$ cat src/rtl/gpio_bank_pkg.sv
package gpio_bank_pkg;

   localparam int NUM_SLOTS = 8;

   typedef enum logic [2:0] {
      SLOT_DOUT = 3'd0,
      SLOT_DIN  = 3'd1,
      SLOT_DOE  = 3'd2,
      SLOT_SEL  = 3'd3,
      SLOT_EN   = 3'd4,
      SLOT_LEV  = 3'd5,
      SLOT_POL  = 3'd6,
      SLOT_STAT = 3'd7
   } slot_e;

   typedef enum logic [1:0] {
      VIEW_WRITE = 2'd0,
      VIEW_SET   = 2'd1,
      VIEW_CLR   = 2'd2,
      VIEW_NONE  = 2'd3
   } view_e;

endpackage

$ cat src/rtl/gpio_reg_word.sv
module gpio_reg_word
   import gpio_bank_pkg::*;
#(
   parameter int W = 32
) (
   input  logic         clk,
   input  logic         rst_n,
   input  logic         wr_en,
   input  view_e        view,
   input  logic [W-1:0] wdata,
   input  logic [W-1:0] evt,
   output logic [W-1:0] q
);
   logic [W-1:0] nxt;

   always_comb begin
      nxt = q;
      if (wr_en) begin
         case (view)
            VIEW_WRITE: nxt = wdata;
            VIEW_SET:   nxt = q | wdata;
            VIEW_CLR:   nxt = q & ~wdata;
            default:    nxt = q;
         endcase
      end
      // detection has priority over clearing
      nxt = nxt | evt;
   end

   always_ff @(posedge clk or negedge rst_n) begin
      if (!rst_n) q <= '0;
      else        q <= nxt;
   end
endmodule

$ cat src/rtl/gpio_in_sync.sv
module gpio_in_sync #(
   parameter int N      = 32,
   parameter int STAGES = 2
) (
   input  logic         clk,
   input  logic         rst_n,
   input  logic [N-1:0] d,
   output logic [N-1:0] q
);
   logic [N-1:0] stg [STAGES];

   always_ff @(posedge clk or negedge rst_n) begin
      if (!rst_n) begin
         for (int k = 0; k < STAGES; k++) stg[k] <= '0;
      end else begin
         stg[0] <= d;
         for (int k = 1; k < STAGES; k++) stg[k] <= stg[k-1];
      end
   end

   assign q = stg[STAGES-1];
endmodule

$ cat src/rtl/gpio_detect.sv
module gpio_detect #(
   parameter int N = 32
) (
   input  logic         clk,
   input  logic         rst_n,
   input  logic [N-1:0] lvl,
   input  logic [N-1:0] sel,
   input  logic [N-1:0] lev_mode,
   input  logic [N-1:0] pol,
   output logic [N-1:0] evt
);
   logic [N-1:0] prev;
   logic [N-1:0] hit;

   always_ff @(posedge clk or negedge rst_n) begin
      if (!rst_n) prev <= '0;
      else        prev <= lvl;
   end

   for (genvar i = 0; i < N; i++) begin : g_pin
      always_comb begin
         case ({pol[i], lev_mode[i]})
            2'b00:   hit[i] = ~lvl[i] & prev[i];  // falling edge
            2'b01:   hit[i] = ~lvl[i];            // low level
            2'b10:   hit[i] = lvl[i] & ~prev[i];  // rising edge
            default: hit[i] = lvl[i];             // high level
         endcase
      end
   end

   assign evt = hit & sel;
endmodule

$ cat src/rtl/gpio_irq_bank.sv
module gpio_irq_bank
   import gpio_bank_pkg::*;
#(
   parameter int NPINS       = 32,
   parameter int ADDR_W      = 8,
   parameter int SYNC_STAGES = 2
) (
   input  logic              clk,
   input  logic              rst_n,
   input  logic              bus_we,
   input  logic [ADDR_W-1:0] bus_addr,
   input  logic [NPINS-1:0]  bus_wdata,
   output logic [NPINS-1:0]  bus_rdata,
   input  logic [NPINS-1:0]  pin_in,
   output logic [NPINS-1:0]  pin_out,
   output logic [NPINS-1:0]  pin_oe,
   output logic              irq
);
   if (NPINS < 1 || NPINS > 32) begin : g_bad_npins
      $fatal(1, "NPINS must be 1..32");
   end
   if (ADDR_W < 8) begin : g_bad_addr
      $fatal(1, "ADDR_W must be at least 8");
   end
   if (SYNC_STAGES < 1 || SYNC_STAGES > 3) begin : g_bad_sync
      $fatal(1, "SYNC_STAGES must be 1..3");
   end

   logic              addr_ok;
   slot_e             slot;
   view_e             view;
   logic [NPINS-1:0]  word  [NUM_SLOTS];
   logic [NPINS-1:0]  din_q;
   logic [NPINS-1:0]  evt;

   assign addr_ok = (bus_addr >> 7) == '0;
   assign slot    = slot_e'(bus_addr[6:4]);
   assign view    = view_e'(bus_addr[3:2]);

   gpio_in_sync #(.N(NPINS), .STAGES(SYNC_STAGES)) u_sync (
      .clk(clk), .rst_n(rst_n), .d(pin_in), .q(din_q)
   );

   for (genvar s = 0; s < NUM_SLOTS; s++) begin : g_slot
      if (s == int'(SLOT_DIN)) begin : g_ro
         assign word[s] = din_q;
      end else begin : g_rw
         logic [NPINS-1:0] slot_evt;
         if (s == int'(SLOT_STAT)) begin : g_stat
            assign slot_evt = evt;
         end else begin : g_plain
            assign slot_evt = '0;
         end
         gpio_reg_word #(.W(NPINS)) u_word (
            .clk   (clk),
            .rst_n (rst_n),
            .wr_en (bus_we && addr_ok && (slot == slot_e'(s))),
            .view  (view),
            .wdata (bus_wdata),
            .evt   (slot_evt),
            .q     (word[s])
         );
      end
   end

   logic [NPINS-1:0] stat_q, sel_q, en_q;
   assign stat_q = word[SLOT_STAT];
   assign sel_q  = word[SLOT_SEL];
   assign en_q   = word[SLOT_EN];

   gpio_detect #(.N(NPINS)) u_det (
      .clk      (clk),
      .rst_n    (rst_n),
      .lvl      (din_q),
      .sel      (sel_q),
      .lev_mode (word[SLOT_LEV]),
      .pol      (word[SLOT_POL]),
      .evt      (evt)
   );

   assign bus_rdata = addr_ok ? word[slot] : '0;
   assign pin_oe    = word[SLOT_DOE];
   assign pin_out   = word[SLOT_DOUT] & word[SLOT_DOE];
   assign irq       = |(stat_q & en_q);
endmodule

$ cat config.mk
export PLATFORM = sky130hd
export DESIGN_NAME = gpio_irq_bank
export DESIGN_NICKNAME = d
export VERILOG_FILES = /design/src/rtl/gpio_bank_pkg.sv /design/src/rtl/gpio_reg_word.sv /design/src/rtl/gpio_in_sync.sv /design/src/rtl/gpio_detect.sv /design/src/rtl/gpio_irq_bank.sv
export SDC_FILE = /design/constraint.sdc
export NUM_CORES = 1
export LEC_CHECK = 0
export ABC_AREA = 0
export BUFFER_PORTS_ARGS = -buffer_cell sky130_fd_sc_hd__buf_4
export CORE_ASPECT_RATIO = 1.25
export CORE_MARGIN = 5
export CORE_UTILIZATION = 45
export DETAILED_ROUTE_END_ITERATION = 7
export RECOVER_POWER = 25
export SETUP_SLACK_MARGIN = 0.2
export SLEW_MARGIN = 30
export SYNTH_ARGS = -nofsm -noshare
export SYNTH_HDL_FRONTEND = slang
export SYNTH_SLANG_ARGS = --single-unit
$ cat constraint.sdc
create_clock -name clk -period 3.76 [get_ports clk]
set_input_delay 0.564 -clock clk [delete_from_list [all_inputs] [get_ports clk]]
set_output_delay 0.564 -clock clk [all_outputs]
set_load 0.1 [all_outputs]
Word level (Yosys, flattened, before mapping)

Cells that the tools add are included.
W data, S select, Z words.

$add $sub $neg: 0
$mul: 0
Div/mod/pow operators: 0
Magnitude comparators: 1
Equality and inequality tests: 72
Shift-type cells: 0
Mux-type cells: 44
Bitwise gates (word level): 148
Reductions and logical operators: 51

Operators with widths:

| kind                 | number |
|---|---|
| $pmux W32 S3         | 7 |
| $and A32 B32 Y32     | 10 |
| $or A32 B32 Y32      | 8 |
| $mux W32             | 4 |
| $bmux W32 S3         | 1 |
| $pmux W1 S3          | 32 |
| $eq A2 B1 Y1 const B | 33 |
| $eq A2 B2 Y1 const B | 33 |
| $logic_not A2 Y1     | 33 |
| $and A1 B1 Y1        | 64 |
| $not A1 Y1           | 64 |
| $not A32 Y32         | 1 |
| $reduce_or A32 Y1    | 1 |
| $eq A3 B3 Y1 const B | 4 |
| $reduce_and A2 Y1    | 6 |
| $logic_and A1 B1 Y1  | 8 |
| $logic_not A8 Y1     | 1 |
| $eq A3 B2 Y1 const B | 2 |
| $ge A4 B4 Y1 const B | 1 |
| $not A3 Y4           | 1 |
| $logic_not A3 Y1     | 1 |
| $reduce_bool A3 Y1   | 1 |

Register bits after elaboration: 320
Latch bits: 0
Memory bits (writable): 0
Memory bits (read-only): 0
Bits of input ports: 75
Output and inout port bits: 97
Word-level logic and storage cells: 326
Memories kept: 0

Logic depth before layout (Yosys ltp)

Gate-level depths: netlist of run 1.

Depth in word-level cells: 5
Depth in mapped cells: 7
Gate-level depth less buffers: 5

Modules after synthesis

Synthesis of run 1 repeated with hierarchy kept, for this count alone.

Cells, all modules: 1375
Area total of the unflattened synthesis: 15997.8 um2

By module, submodules not included:

| module        | times used | cells each | area an instance (um2) | sequential area each (um2) |
|---|---|---|---|---|
| gpio_reg_word | 7          | 109        | 1397.6                 | 800.8 |
| gpio_irq_bank | 1          | 326        | 2691.3                 | 0.0 |
| gpio_in_sync  | 1          | 96         | 1841.8                 | 1601.5 |
| gpio_detect   | 1          | 190        | 1681.6                 | 800.8 |

Worst setup path after synthesis of run 1

OpenSTA, ideal clock, no wires.

Kind: reg-to-output
Start point: register g_slot[2].g_rw.u_word.q[10]
End point: output port bus_rdata[10]
Data arrival time: 2.656 ns
Required time: 3.196 ns
Path slack: 0.540 ns
Cell stages (with the launch flop): 4
Path buffers: 0
Cell sequence: dfrtp_1 > mux4_2 > mux2i_1 > nor2_1

Longest elaborated chain between the ends: 4

RTL lines:

| what                                         | line                | source |
|---|---|---|
| start, declared                              | gpio_reg_word.sv:12 | `output logic [W-1:0] q` |
| start signal, assigned                       | gpio_reg_word.sv:32 | `else q <= nxt;` |
| $bmux W32 S3                                 | gpio_irq_bank.sv:81 | `assign bus_rdata = addr_ok ? word[slot] : '0;` |
| $mux W32 (implied by the code) (2 in series) | gpio_irq_bank.sv:81 |  |
| $mux W32                                     | gpio_irq_bank.sv:81 |  |
| end, declared                                | gpio_irq_bank.sv:13 | `output logic [NPINS-1:0] bus_rdata,` |

Every way passes these cells. The select of a mux whose other input is x is not followed.

Worst setup path after layout of run 1

Start point: input port bus_addr[4]
End point: output port bus_rdata[5]

Longest elaborated chain between the ends: 5

RTL lines:

| what                                         | line                | source |
|---|---|---|
| start, declared                              | gpio_irq_bank.sv:11 | `input logic [ADDR_W-1:0] bus_addr,` |
| $not A3 Y4 (implied by the code)             | gpio_irq_bank.sv:81 |  |
| $bmux W32 S3                                 | gpio_irq_bank.sv:81 |  |
| $mux W32 (implied by the code) (2 in series) | gpio_irq_bank.sv:81 |  |
| $mux W32                                     | gpio_irq_bank.sv:81 |  |

Every way passes these cells. The select of a mux whose other input is x is not followed.

==> flow_summary.yaml, run 1 <==
outcome:
  status: "complete, but fails checks"
  failed_checks: "max-capacitance violations, max-slew violations"
sta:
  clock_skew_ns: 0.0120
  setup_violations: 0
  rsz0062_at_grt: "false"
  layout_min_cycle_time_ns: 3.00
  timing.hold.ws_ns: 0.164
  max_slew.worst_pin.slew_ns: 2.80
  post-route-period-util_pct: 79.7
  slew_viol_final: 99
  hold_viol: 0
  max-slew-margin-rel_pct: -86.9
  tns_ns: 0
  fmax_mhz: 334
cts:
  cts_max_path_buffers: 3
  hold_buffers: 0
  cts_tree: "done"
  post_cts_buffers: 0
  worstSkewPairLatency_ns: 0.52
  clock-sinks: 320
  clockRootBuffer: "clkbuf_16"
  htreeDepth: 2
  cts.clk_slew.worst_paths_ns: 0.06
  cts_made_buffers: 36
  cts_resized: 0
yosys:
  syn_area_um2: 15500
  yosys.area_share.simple_pct: 6.54
  syn_avg_cell_area_um2: 11.5
  synth.area.mux_share_pct: 11.4
  ys_ff_latch: 320
  synth_cell_types: 39
  synthArstFlopShare_pct: 100
  yosys_warnings: 0
  synthesis.nets: 1424
  yosys.area_share.xor_xnor_pct: 0.113
  synth_compound_area_share_pct: 25.0
  netlist_instances: 1344
  synth_top_family_by_area: "compound AO/OA/AOI/OAI gates"
  synth_flop_cell: "dfrtp_1"
  synth_enable_flop_cells: 0
  yosysSeqAreaShare_pct: 51.8
  synthAdderAreaFrac_pct: 0.404
setup_path:
  slowest_stage: "mux4_2"
  reg2reg_from: "u_sync.q[30]"
  cp-end-kind: "primary output"
  cpMostUsedCell: "buf_4"
  worst-setup-path-type: "primary input to primary output"
  cp-startpoint: "bus_addr[4]"
  path_cells: "buf_4, buf_4, mux4_2, mux2i_1, nor2_1, buf_4"
  worst-endpoint-arrival_ns: 2.43
  critPathTopFamily: "buffers and inverters"
  cp_num_buf_inv: 3
  max_stage_delay_ns: 0.54
  cp.required_ns: 3.20
  crit_fanout: 29
  crit_path_start_kind: "primary input"
finish:
  finish.instance_area_um2: 18300
  multiInputGateArea_um2: 6750
  register_area_um2: 8010
  drive_gt1_share_pct: 25.9
  syn2layout_area_growth_pct: 18.5
  post_layout_nonfiller_instances: 1907
  fin_nets: 1531
  nFillCells: 2970
route:
  viasPerCell: 6.64
  drt_iter0_markers: 1353
  first_pass_iters: 5
  ant_nets: 0
  wl_per_cell_um: 26.5
  vias: 12700
  wl_mm: 50.5
  drc: 0
pwr:
  powerDensity_nw_per_um2: 676
  p_leak_nw: 7.59
  max-vdd-ir-drop_mv: 0.381
grt:
  grt_pass1_vias: 12700
  grt_start_max_net_pins: 102
  grt.overflow.total: 0
  grt.total_usage_pct: 26.1
  grt_first_pass_wirelength_mm: 77.4
  antenna_found_initial: 2
flow_run:
  maxCapViolCount: 1
place:
  io_buffers: 169
  dp_hpwl_mm: 31.0
  placed_cells: 1842
  gp_congestion: 0.847
  place_area_um2: 17100
die:
  io_pins: 172
  die_y_um: 217
  num_rows: 76
  fp.dieW_um: 176
  start_util_pct: 45.2
  core_area_um2: 34200
  fp.dieArea_um2: 38200
worst_hold_path:
  hold_path_class: "primary input to flip-flop"
  hp-start: "pin_in[13]"
[worst paths after layout]
path	to	slack (ns)	cells past startpoint
setup / recovery	bus_rdata[5]	0.76	6
hold / removal	u_sync.stg[45]	0.16	1
setup reg to reg	g_slot[7].g_rw.u_word.q[30]	2.75	3
hold reg to reg	u_sync.q[1]	0.34	0
max in group asynchronous	u_sync.stg[49]	1.17	1
min in group asynchronous	u_det.prev[28]	0.88	1
[cells in the mapped netlist (10+ instances only)]
cell type / count / area share [%]
a2111oi_2: 30 / 2.9
a22oi_1: 16 / 0.78
o22ai_1: 62 / 2.5
dfrtp_1: 320 / 52
a31oi_1: 224 / 9.1
o2bb2ai_1: 31 / 1.8
mux2i_1: 32 / 2.1
buf_6: 10 / 0.73
nor2_1: 33 / 0.80
clkbuf_1: 60 / 1.5
o21bai_1: 31 / 1.5
nor2b_1: 64 / 2.6
and2_1: 37 / 1.5
mux4_2: 64 / 9.3
buf_2: 65 / 2.1
nand2_1: 31 / 0.75
a21oi_1: 192 / 6.2
[cells in the final DEF, fill, tap and decap left out, types with 31 or more instances in the layout]
cell,count
buf_4,170
mux2i_1,32
clkbuf_16,37
mux4_2,64
o21bai_1,31
nand2_1,31
nor2b_1,63
a31oi_1,224
o2bb2ai_1,31
nor2_1,32
o22ai_1,62
clkbuf_4,32
a21oi_1,192
and2_1,37
dfrtp_1,320
[flip-flops by register name (all words and copies together), names as in the netlist]
signal,count
u_sync.q,32
g_slot.g_rw.u_word.q,224
u_det.prev,32
u_sync.stg,32
[area by class of cell]
class | count | area share, %
sequential | 320 | 43.7
multi-input combinational | 875 | 36.8
timing repair buffer | 215 | 9.61
clock buffer | 50 | 5.81
tap | 429 | 2.93
clock inverter | 14 | 1.11
inverter | 3 | 0.0614
antenna | 1 | 0.0137
[stage by stage]
step	total power, mW	setup WS [ns]	util [%]
after global routing	12.9	0.642	53.5
after CTS	12.4	0.721	53.6
after global placement	8.59	0.737	49.9
after floorplan	7.54	0.540	-
after detailed placement	8.66	0.731	49.9
final	12.4	0.762	53.6
[worst register-to-register path: cells and delay by family (launching register included)]
kind                      cells  cell delay [ns]
DFF                           1             0.43
AOI/OAI and AO/OA             2             0.28
xor gates and xnor gates      1             0.18
[report_power, final]
group | switching (mW) | internal, mW | total [mW]
clock | 1.45 | 2.32 | 3.77
sequential | 0.708 | 4.11 | 4.82
combinational | 2.62 | 1.19 | 3.80
total | 4.77 | 7.62 | 12.4
[routing by layer]
| layer | up-vias | part of all wire, % | track usage, % |
|---|---|---|---|
| met5 | - | 0.024 | 0 |
| met1 | 6459 | 40 | 35.5 |
| met2 | 650 | 48 | 42.1 |
| li1 | 5425 | - | - |
| met4 | 2 | 3.4 | 8.79 |
| met3 | 117 | 8.5 | 5.26 |
[kinds of logic after synthesis]
| logic type | count (synthesis) |
|---|---|
| multiplexers | 96 |
| buffers and inverters | 149 |
| AO/OA/AOI/OAI | 591 |
| XOR/XNOR | 2 |
| flip-flops | 320 |
| adder cells (fa/ha/maj) | 5 |
| AND/OR/NAND/NOR | 181 |
Note: power is estimated with default switching activity, not from simulation.
==> run 2, diff against run 1 <==
Settings changed: PLACE_DENSITY set to 0.66.
Clock period 3.76 ns to 2.74 ns, I/O delays scaled along.
==> run 2 against run 1 <==
  * The run now ends clean
  * Combinational power grew 44%
  * Via count grew 3.0%
  * Cell area grew 4.1%
  * Die area is the same
  * Critical path depth shrank 2
==> flow_summary.yaml, run 2 (same netlist as run 1, synthesis figures left out) <==
grt:
  grt_start_max_net_pins: 75
  grt_first_pass_wirelength_mm: 78.7
  grt.total_usage_pct: 26.2
  grt_pass1_vias: 13500
  antenna_found_initial: 2
  grt.overflow.total: 0
setup_path:
  cp-startpoint: "g_slot[7].g_rw.u_word.q[25]"
  crit_fanout: 3
  reg2reg_from: "u_sync.q[20]"
  worst-setup-path-type: "flip-flop to primary output"
  cp-end-kind: "primary output"
  worst-endpoint-arrival_ns: 2.14
  cp.required_ns: 2.33
  crit_path_start_kind: "flip-flop"
pwr:
  p_leak_nw: 7.83
  seqPwrFrac_pct: 38.9
  combPwrFrac_pct: 32.1
  p_int_mw: 10.4
  max-vdd-ir-drop_mv: 0.610
  pwr-share-clk_pct: 28.9
  powerDensity_nw_per_um2: 892
  p_sw_mw: 6.63
  power_mw: 17.0
  swShare_pct: 39.0
cts:
  worstSkewPairLatency_ns: 0.53
  cts.clk_slew.worst_paths_ns: 0.06
  cts_tree: "done"
  cts_max_path_buffers: 3
  clockRootBuffer: "clkbuf_16"
  cts_made_buffers: 35
  htreeDepth: 2
  clock-sinks: 320
place:
  place_area_um2: 17500
  io_buffers: 169
  dp_hpwl_mm: 32.6
  gp_congestion: 0.854
finish:
  final_cell_mix: "dfrtp_1 (318), a31oi_1 (224), a21oi_1 (192), buf_4 (184), mux4_2 (64)"
  syn2layout_area_growth_pct: 23.3
  largest_register_ffs: 224
  diodes: 0
  finish.instance_area_um2: 19100
  drive_gt1_share_pct: 28.8
  top_register: "g_slot.g_rw.u_word.q"
  layout_commonest_cell: "dfrtp_1"
  fin_nets: 1583
die:
  num_rows: 76
  die_y_um: 217
  core_area_um2: 34200
  io_pins: 172
  fp.dieW_um: 176
  start_util_pct: 45.2
  fp.dieArea_um2: 38200
sta:
  max_slew.worst_pin.slew_ns: 1.16
  clock_skew_ns: 0.00696
  max-slew-margin-rel_pct: 22.9
  setup_violations: 0
  tns_ns: 0
  hold_viol: 0
  slew_viol_final: 0
  fmax_mhz: 391
  rsz0062_at_grt: "true"
  layout_min_cycle_time_ns: 2.55
  post-route-period-util_pct: 93.2
worst_hold_path:
  hold_path_class: "primary input to flip-flop"
  hp-start: "bus_wdata[30]"
route:
  wl_per_cell_um: 25.8
  drt_iter0_markers: 1222
  wl_mm: 50.4
  vias: 13000
  first_pass_iters: 5
  viasPerCell: 6.67
  ant_nets: 0
  drc: 0
outcome:
  status: "finished clean"
flow_run:
  maxCapViolCount: 0
[run 2: changes by cell type in the layout (fill, tap and decap cells not counted), moves of 3 or more]
| cell | previous run | this run |
|---|---|---|
| a22oi_1 | 16 | 10 |
| a22oi_2 | 0 | 6 |
| buf_12 | 12 | 16 |
| buf_4 | 170 | 184 |
| clkbuf_8 | 9 | 6 |
| dlygate4sd3_1 | 0 | 33 |
| nor2_1 | 32 | 0 |
| nor2_4 | 0 | 32 |
[run 2: final timing paths]
check                      slack, ns                          end  cells past startpoint
setup / recovery                0.19                          irq                      4
hold / removal                  0.24  g_slot[6].g_rw.u_word.q[30]                      3
setup reg to reg                1.73  g_slot[7].g_rw.u_word.q[20]                      3
hold reg to reg                 0.35                 u_sync.q[16]                      0
max in group asynchronous       0.70  g_slot[5].g_rw.u_word.q[13]                      3
min in group asynchronous       0.48                u_det.prev[2]                      2
[run 2: final cells by class]
class,instances,area (um2)
clock inverter,12,166
tap,429,537
multi-input combinational,875,7020
timing repair buffer,268,2300
clock buffer,47,1020
inverter,3,11.3
fill,2912,15200
sequential,320,8010
[run 2: repair_timing]
item / 4_1_cts / 5_1_grt
setup endpoints to repair: 2 / 12
endpoints found under the hold margin: 99 / 0
pin swaps: 5 / 0
hold buffers: 33 / 0
setup buffers: 2 / 0
resized for setup: 12 / 3
[run 2: worst max-delay path, cell delays in order (launching register included)]
cell and delay, ns:
dfrtp_1 0.42, a22oi_2 0.23, nand4_1 0.18, or4_4 0.60, buf_12 0.19
[run 2: power groups by stage]
| stage | clock network, mW | registers [mW] | logic (mW) |
|---|---|---|---|
| floorplan | 0 | 7.14 | 3.34 |
| global placement | 0 | 6.63 | 5.29 |
| detailed placement | 0 | 6.67 | 5.38 |
| CTS | 5.00 | 6.60 | 5.47 |
| global route | 5.19 | 6.74 | 5.78 |
| finish | 4.93 | 6.63 | 5.47 |
[run 2: per-stage QoR]
| stage | instances | hold WS (ns) | utilization [%] | setup slack [ns] |
|---|---|---|---|---|
| 2_1_floorplan | 1344 | 0.115 | - | 0.409 |
| 3_3_place_gp | 1860 | 0.332 | 51.1 | 0.209 |
| 3_5_place_dp | 1860 | 0.335 | 51.1 | 0.197 |
| 4_1_cts | 1954 | 0.229 | 55.7 | 0.194 |
| 5_1_grt | 1954 | 0.239 | 55.7 | 0.155 |
| 6_report | 1954 | 0.243 | 55.7 | 0.185 |
[run 2: routing by layer]
layer  track usage [%]  up-vias  wire [um]
li1                  -     5544          -
met3              5.33      168       4620
met1              34.6     6598      19400
met4              11.8        4       2390
met5                 0        -         25
met2              42.1      715      23900
